--- config.mk ---
export PLATFORM = sky130hd
export DESIGN_NAME = ext_busy_ratio
export DESIGN_NICKNAME = d
export VERILOG_FILES = /design/src/rtl/ebr_pkg.sv /design/src/rtl/ebr_snapshot.sv /design/src/rtl/ebr_divider.sv /design/src/rtl/ext_busy_ratio.sv
export SDC_FILE = /design/constraint.sdc
export NUM_CORES = 1
export LEC_CHECK = 0
export BUFFER_PORTS_ARGS = -buffer_cell sky130_fd_sc_hd__buf_2
export CELL_PAD_IN_SITES_DETAIL_PLACEMENT = 0
export CELL_PAD_IN_SITES_GLOBAL_PLACEMENT = 1
export CORE_MARGIN = 2
export CORE_UTILIZATION = 47
export DETAILED_ROUTE_END_ITERATION = 6
export PLACE_DENSITY_LB_ADDON = 0.1
export SLEW_MARGIN = 20
export SYNTH_ARGS = -nofsm -noshare
export SYNTH_HDL_FRONTEND = slang
export SYNTH_SLANG_ARGS = --single-unit
--- constraint.sdc ---
create_clock -name clk -period 9.2 [get_ports clk]
set_clock_uncertainty 0.15 [all_clocks]
set_input_delay 0.92 -clock clk [delete_from_list [all_inputs] [get_ports clk]]
set_output_delay 0.92 -clock clk [all_outputs]
set_load 0.01 [all_outputs]
--- src/rtl/ebr_pkg.sv ---
package ebr_pkg;
  // How an accepted sample is resolved.
  typedef enum logic [1:0] {
    EBR_ZERO   = 2'd0,  // no usable previous sample, or cycle counter went back
    EBR_FULL   = 2'd1,  // clear interval is zero
    EBR_DIVIDE = 2'd2   // ratio needs the sequential divider
  } ebr_path_e;
endpackage

--- src/rtl/ebr_snapshot.sv ---
module ebr_snapshot
  import ebr_pkg::*;
#(
  parameter int CNT_W = 32
) (
  input  logic             clk,
  input  logic             rst,
  input  logic             capture_i,
  input  logic [CNT_W-1:0] cyc_i,
  input  logic [CNT_W-1:0] ctl_i,
  input  logic [CNT_W-1:0] ext_i,
  output logic [CNT_W-1:0] prev_cyc_o,
  output logic [CNT_W-1:0] prev_ctl_o,
  output logic [CNT_W-1:0] clear_d_o,
  output logic [CNT_W-1:0] ext_d_o,
  output ebr_path_e        path_o
);
  logic [CNT_W-1:0] prev_cyc, prev_ctl, prev_ext;
  logic [CNT_W-1:0] cyc_d, ctl_d;

  always_ff @(posedge clk) begin
    if (rst) begin
      prev_cyc <= '0;
      prev_ctl <= '0;
      prev_ext <= '0;
    end else if (capture_i) begin
      prev_cyc <= cyc_i;
      prev_ctl <= ctl_i;
      prev_ext <= ext_i;
    end
  end

  // Modulo differences against the held snapshot.
  always_comb begin
    cyc_d   = cyc_i - prev_cyc;
    ctl_d   = ctl_i - prev_ctl;
    ext_d_o = ext_i - prev_ext;
    clear_d_o = (cyc_d > ctl_d) ? (cyc_d - ctl_d) : '0;
    if (prev_cyc == '0 || cyc_i < prev_cyc)
      path_o = EBR_ZERO;
    else if (clear_d_o == '0)
      path_o = EBR_FULL;
    else
      path_o = EBR_DIVIDE;
  end

  assign prev_cyc_o = prev_cyc;
  assign prev_ctl_o = prev_ctl;
endmodule

--- src/rtl/ebr_divider.sv ---
module ebr_divider #(
  parameter int NUM_W = 39,
  parameter int DEN_W = 32
) (
  input  logic             clk,
  input  logic             rst,
  input  logic             start_i,
  input  logic [NUM_W-1:0] num_i,
  input  logic [DEN_W-1:0] den_i,
  output logic             busy_o,
  output logic             done_o,
  output logic [NUM_W-1:0] quo_o
);
  localparam int STEP_W = $clog2(NUM_W + 1);

  logic [NUM_W-1:0]  acc;
  logic [DEN_W-1:0]  rem;
  logic [DEN_W-1:0]  den_q;
  logic [STEP_W-1:0] steps;
  logic              busy, done;

  logic [DEN_W:0]   trial, diff;
  logic             fits;
  logic [DEN_W-1:0] rem_n;

  // One restoring step: shift in the next dividend bit, subtract if it fits.
  always_comb begin
    trial = {rem, acc[NUM_W-1]};
    diff  = trial - {1'b0, den_q};
    fits  = (trial >= {1'b0, den_q});
    rem_n = fits ? diff[DEN_W-1:0] : trial[DEN_W-1:0];
  end

  always_ff @(posedge clk) begin
    if (rst) begin
      acc   <= '0;
      rem   <= '0;
      den_q <= '0;
      steps <= '0;
      busy  <= 1'b0;
      done  <= 1'b0;
    end else begin
      done <= 1'b0;
      if (busy) begin
        acc   <= {acc[NUM_W-2:0], fits};
        rem   <= rem_n;
        steps <= steps - 1'b1;
        if (steps == STEP_W'(1)) begin
          busy <= 1'b0;
          done <= 1'b1;
        end
      end else if (start_i) begin
        acc   <= num_i;
        rem   <= '0;
        den_q <= den_i;
        steps <= STEP_W'(NUM_W);
        busy  <= 1'b1;
      end
    end
  end

  assign busy_o = busy;
  assign done_o = done;
  assign quo_o  = acc;
endmodule

--- src/rtl/ext_busy_ratio.sv ---
module ext_busy_ratio
  import ebr_pkg::*;
#(
  parameter int CNT_W = 32,
  parameter int SCALE = 100,
  parameter int PCT_W = $clog2(SCALE + 1)
) (
  input  logic             clk,
  input  logic             rst,
  input  logic             sample_i,
  input  logic [CNT_W-1:0] cycle_cnt_i,
  input  logic [CNT_W-1:0] ctl_busy_i,
  input  logic [CNT_W-1:0] ext_busy_i,
  output logic             busy_o,
  output logic             valid_o,
  output logic [PCT_W-1:0] result_o
);
  localparam int NUM_W = CNT_W + PCT_W;

  logic             accept;
  logic [CNT_W-1:0] prev_cyc, prev_ctl, clear_d, ext_d;
  ebr_path_e        path;
  logic [NUM_W-1:0] num, quo;
  logic             div_busy, div_done;
  logic [PCT_W-1:0] res_q, quo_pct;
  logic             val_q;

  // A finishing division also blocks samples so its result slot is free.
  assign busy_o = div_busy | div_done;
  assign accept = sample_i & ~busy_o;

  ebr_snapshot #(.CNT_W(CNT_W)) u_snap (
    .clk       (clk),
    .rst       (rst),
    .capture_i (accept),
    .cyc_i     (cycle_cnt_i),
    .ctl_i     (ctl_busy_i),
    .ext_i     (ext_busy_i),
    .prev_cyc_o(prev_cyc),
    .prev_ctl_o(prev_ctl),
    .clear_d_o (clear_d),
    .ext_d_o   (ext_d),
    .path_o    (path)
  );

  assign num = NUM_W'(ext_d) * NUM_W'(SCALE);

  ebr_divider #(.NUM_W(NUM_W), .DEN_W(CNT_W)) u_div (
    .clk    (clk),
    .rst    (rst),
    .start_i(accept && path == EBR_DIVIDE),
    .num_i  (num),
    .den_i  (clear_d),
    .busy_o (div_busy),
    .done_o (div_done),
    .quo_o  (quo)
  );

  assign quo_pct = (quo > NUM_W'(SCALE)) ? PCT_W'(SCALE) : quo[PCT_W-1:0];

  always_ff @(posedge clk) begin
    if (rst) begin
      res_q <= '0;
      val_q <= 1'b0;
    end else begin
      val_q <= 1'b0;
      if (div_done) begin
        res_q <= quo_pct;
        val_q <= 1'b1;
      end else if (accept && path != EBR_DIVIDE) begin
        res_q <= (path == EBR_FULL) ? PCT_W'(SCALE) : '0;
        val_q <= 1'b1;
      end
    end
  end

  assign valid_o  = val_q;
  assign result_o = res_q;
endmodule

==> flow_summary_export.csv <==
group,metric,value,unit
clock_network,clk_path_buf_depth,3,
global_routing,grt_pass1_wl,87700,um
yosys,synth_ff_type,"dfxtp_1",
floorplan,rows,75,
setup_path,worstSetupStartpoint,"cycle_cnt_i[1]",
yosys,synthArstFlopShare,0,%
timing,period_share,83.6,%
timing,slew_violations,0,
route,drc,0,
clock_network,cts_resized,0,
timing,finalWorstSetupSlack,1.51,ns
floorplan,die_x,211,um
timing,fmax,0.130,GHz
setup_path,reg2reg_slack,1.55,ns
yosys,synth_seq_area_share,21.4,%
clock_network,htreeDepth,1,
hold_path,holdPathStages,2,
hold_path,min-delay-start,"u_snap.prev_ctl_o[14]",
route,vias,18200,
placed_design,place_ws,0.952,ns
global_routing,antenna_found_initial,0,
clock_network,cts-root-buf,"clkbuf_16",
yosys,avgSynthCellArea,7.61,sq um
run,cap_violations,0,
outcome,status,"completed",
clock_network,cts_num_sinks,215,
floorplan,start_util,47.8,%
timing,setup_viol,0,
setup_path,cp-end-kind,"register",
yosys,synth.area.top_cells,"dfxtp_1, ha_1, a21oi_1",
yosys,synth_cells,2646,
placed_design,port_buffers,107,
clock_network,clkTransAtPathRegs,0.06,ns
yosys,netlist_area,20100,sq um
yosys,synth-edff-count,0,
clock_network,cts_setup_buffers,0,
layout,drive_above_1_share,7.40,%
setup_path,critPathRequiredTime,9.54,ns
global_routing,grt_pass1_vias,16900,
clock_network,cts_buffers,29,
floorplan,fp.dieH,211,um
setup_path,startpoint_type,"input pin",
floorplan,ios,108,
clock_network,cts_tree,"yes",
route,ant_nets,0,
setup_path,rr_worst_depth,26,
timing,slew_headroom,26.2,%
yosys,ys_ff_latch,215,
floorplan,core,42100,sq um
setup_path,crit_arrival,8.03,ns
timing,rsz0062_at_grt,"false",
placed_design,gp_congestion,0.893,
layout,layout.nets,3099,
placed_design,hpwl,41100,um
clock_network,clock_latency,0.59,ns
timing,hold_viol_final,0,
route,wire_per_inst,16.2,um
setup_path,critPathMaxFanout,47,
global_routing,grtUsageTotal,23.8,%
route,drtPass1Iterations,5,
route,wl,52900,um
global_routing,grt_max_degree,103,
timing,setup_tns,0,ns
layout,final_cell_mix,"nand2_1, inv_1, a21oi_1",
setup_path,worstReg2RegEnd,"u_div.quo_o[35]",
timing,min_period,7.69,ns
yosys,yosysWarnings,0,
yosys,synth_cell_types,82,
floorplan,dieArea,44500,sq um
hold_path,min_to,"u_snap.prev_ctl_o[14]",
setup_path,crit_type,"input pin to register",
layout,area_growth,9.96,%
global_routing,grt_overflow,0,
setup_path,reg2reg_from,"u_snap.prev_cyc_o[1]",
timing,worst_slew_pin_slew,1.10,ns
layout,diodes,0,
hold_path,hp-class,"register to register",
yosys,syn_nets,3037,
yosys,synth.top_cell.area_share,21.4,%
yosys,synth_area_leader_cell,"dfxtp_1",
route,viasPerCell,5.55,
clock_network,cts_hold_buffers,0,
layout,layout_commonest_cell,"nand2_1",
layout,fillers,4176,
route,drt_iter0_drc,1052,
## cell usage after synthesis, drive strengths merged (23+ instances only)
cell type	instances
nand2	327
inv	316
a21oi	271
ha	260
dfxtp	215
nor2	167
xnor2	98
o21ai	87
nand3	74
clkbuf	71
a21o	70
mux2i	61
xor2	56
nor3	49
a211oi	42
o21a	33
fa	32
o21bai	30
o2bb2ai	29
nand2b	24
nor4	24
a31oi	23
## cell type report
cell class              count  area, sq um  area share, %
clock buffers              37          806           3.64
clock inverters            16          221           1.00
inverters                 316         1190           5.36
multi-input cells        2023        14300           64.5
flip-flops and latches    215         4300           19.4
well taps                 539          674           3.05
repair buffers            123          662           2.99
## per-stage QoR
| stage | std cells | cell area, sq um | util, % | hold WS (ns) |
|---|---|---|---|---|
| floorplan | 2646 | 20100 | - | 0.282 |
| global placement | 3216 | 21100 | 50.1 | 0.291 |
| detailed placement | 3216 | 21100 | 50.1 | 0.297 |
| CTS | 3269 | 22100 | 52.5 | 0.305 |
| global route | 3269 | 22100 | 52.5 | 0.321 |
| finish | 3269 | 22100 | 52.5 | 0.301 |
## critical path, cell delays in order
cell	delay, ns
buf_2	0.13
ha_1	0.29
nor2b_1	0.12
o21ai_0	0.19
a21boi_0	0.17
o31a_1	0.30
o211a_1	0.24
o21ai_0	0.33
o21ai_0	0.32
a21oi_1	0.23
o21bai_1	0.11
a2111oi_0	0.41
nor4_1	0.13
ha_1	0.41
and3_1	0.22
o21a_1	0.17
a311oi_2	0.35
a31oi_1	0.22
a311oi_2	0.32
xnor2_1	0.17
or4_4	0.17
nor4b_4	0.06
nor3_4	0.85
buf_4	0.67
nor3_1	0.13
a2111oi_2	0.35
## logic make-up (layout without fill, tap and decap cells)
family          after synthesis  count (layout)  share of synthesized area (%)
xor+xnor                    154             154                           6.70
flops                       215             215                           21.4
buf+inv                     408             492                           7.81
fa+ha+maj                   292             292                           19.3
simple gates                788             788                           18.1
compound gates              725             725                           23.5
mux                          64              64                           3.20
## per-layer routing
layer  wire length [um]  global-route usage [%]  share of wire [%]
met2              21700                    36.1                 41
met1              28000                    36.4                 53
met5                  0                       0                  0
met3               2220                    2.27                4.2
met4                923                    5.08                1.7
## sequential cells by signal (all words and copies together) (netlist names)
| signal | count |
|---|---|
| u_div.quo_o | 39 |
| u_div.den_q | 32 |
| u_div.rem | 32 |
| u_snap.prev_ctl_o | 32 |
| u_snap.prev_cyc_o | 32 |
| u_snap.prev_ext | 32 |
| result_o | 7 |
| u_div.steps | 6 |
| u_div.busy_o | 1 |
| u_div.done_o | 1 |
| valid_o | 1 |
## worst max-delay path by stage
| stage | to | slack (ns) | depth (start not counted) |
|---|---|---|---|
| floorplan | u_div.quo_o[35] | 1.95 | 28 |
| global placement | u_div.quo_o[35] | 1.14 | 26 |
| detailed placement | u_div.quo_o[35] | 0.95 | 26 |
| CTS | u_div.quo_o[35] | 1.56 | 26 |
| global route | u_div.quo_o[35] | 0.79 | 26 |
| finish | u_div.quo_o[35] | 1.51 | 26 |
Power is not shown: default switching activity piles up to over one toggle a cycle in this logic, so the estimate is an artifact.
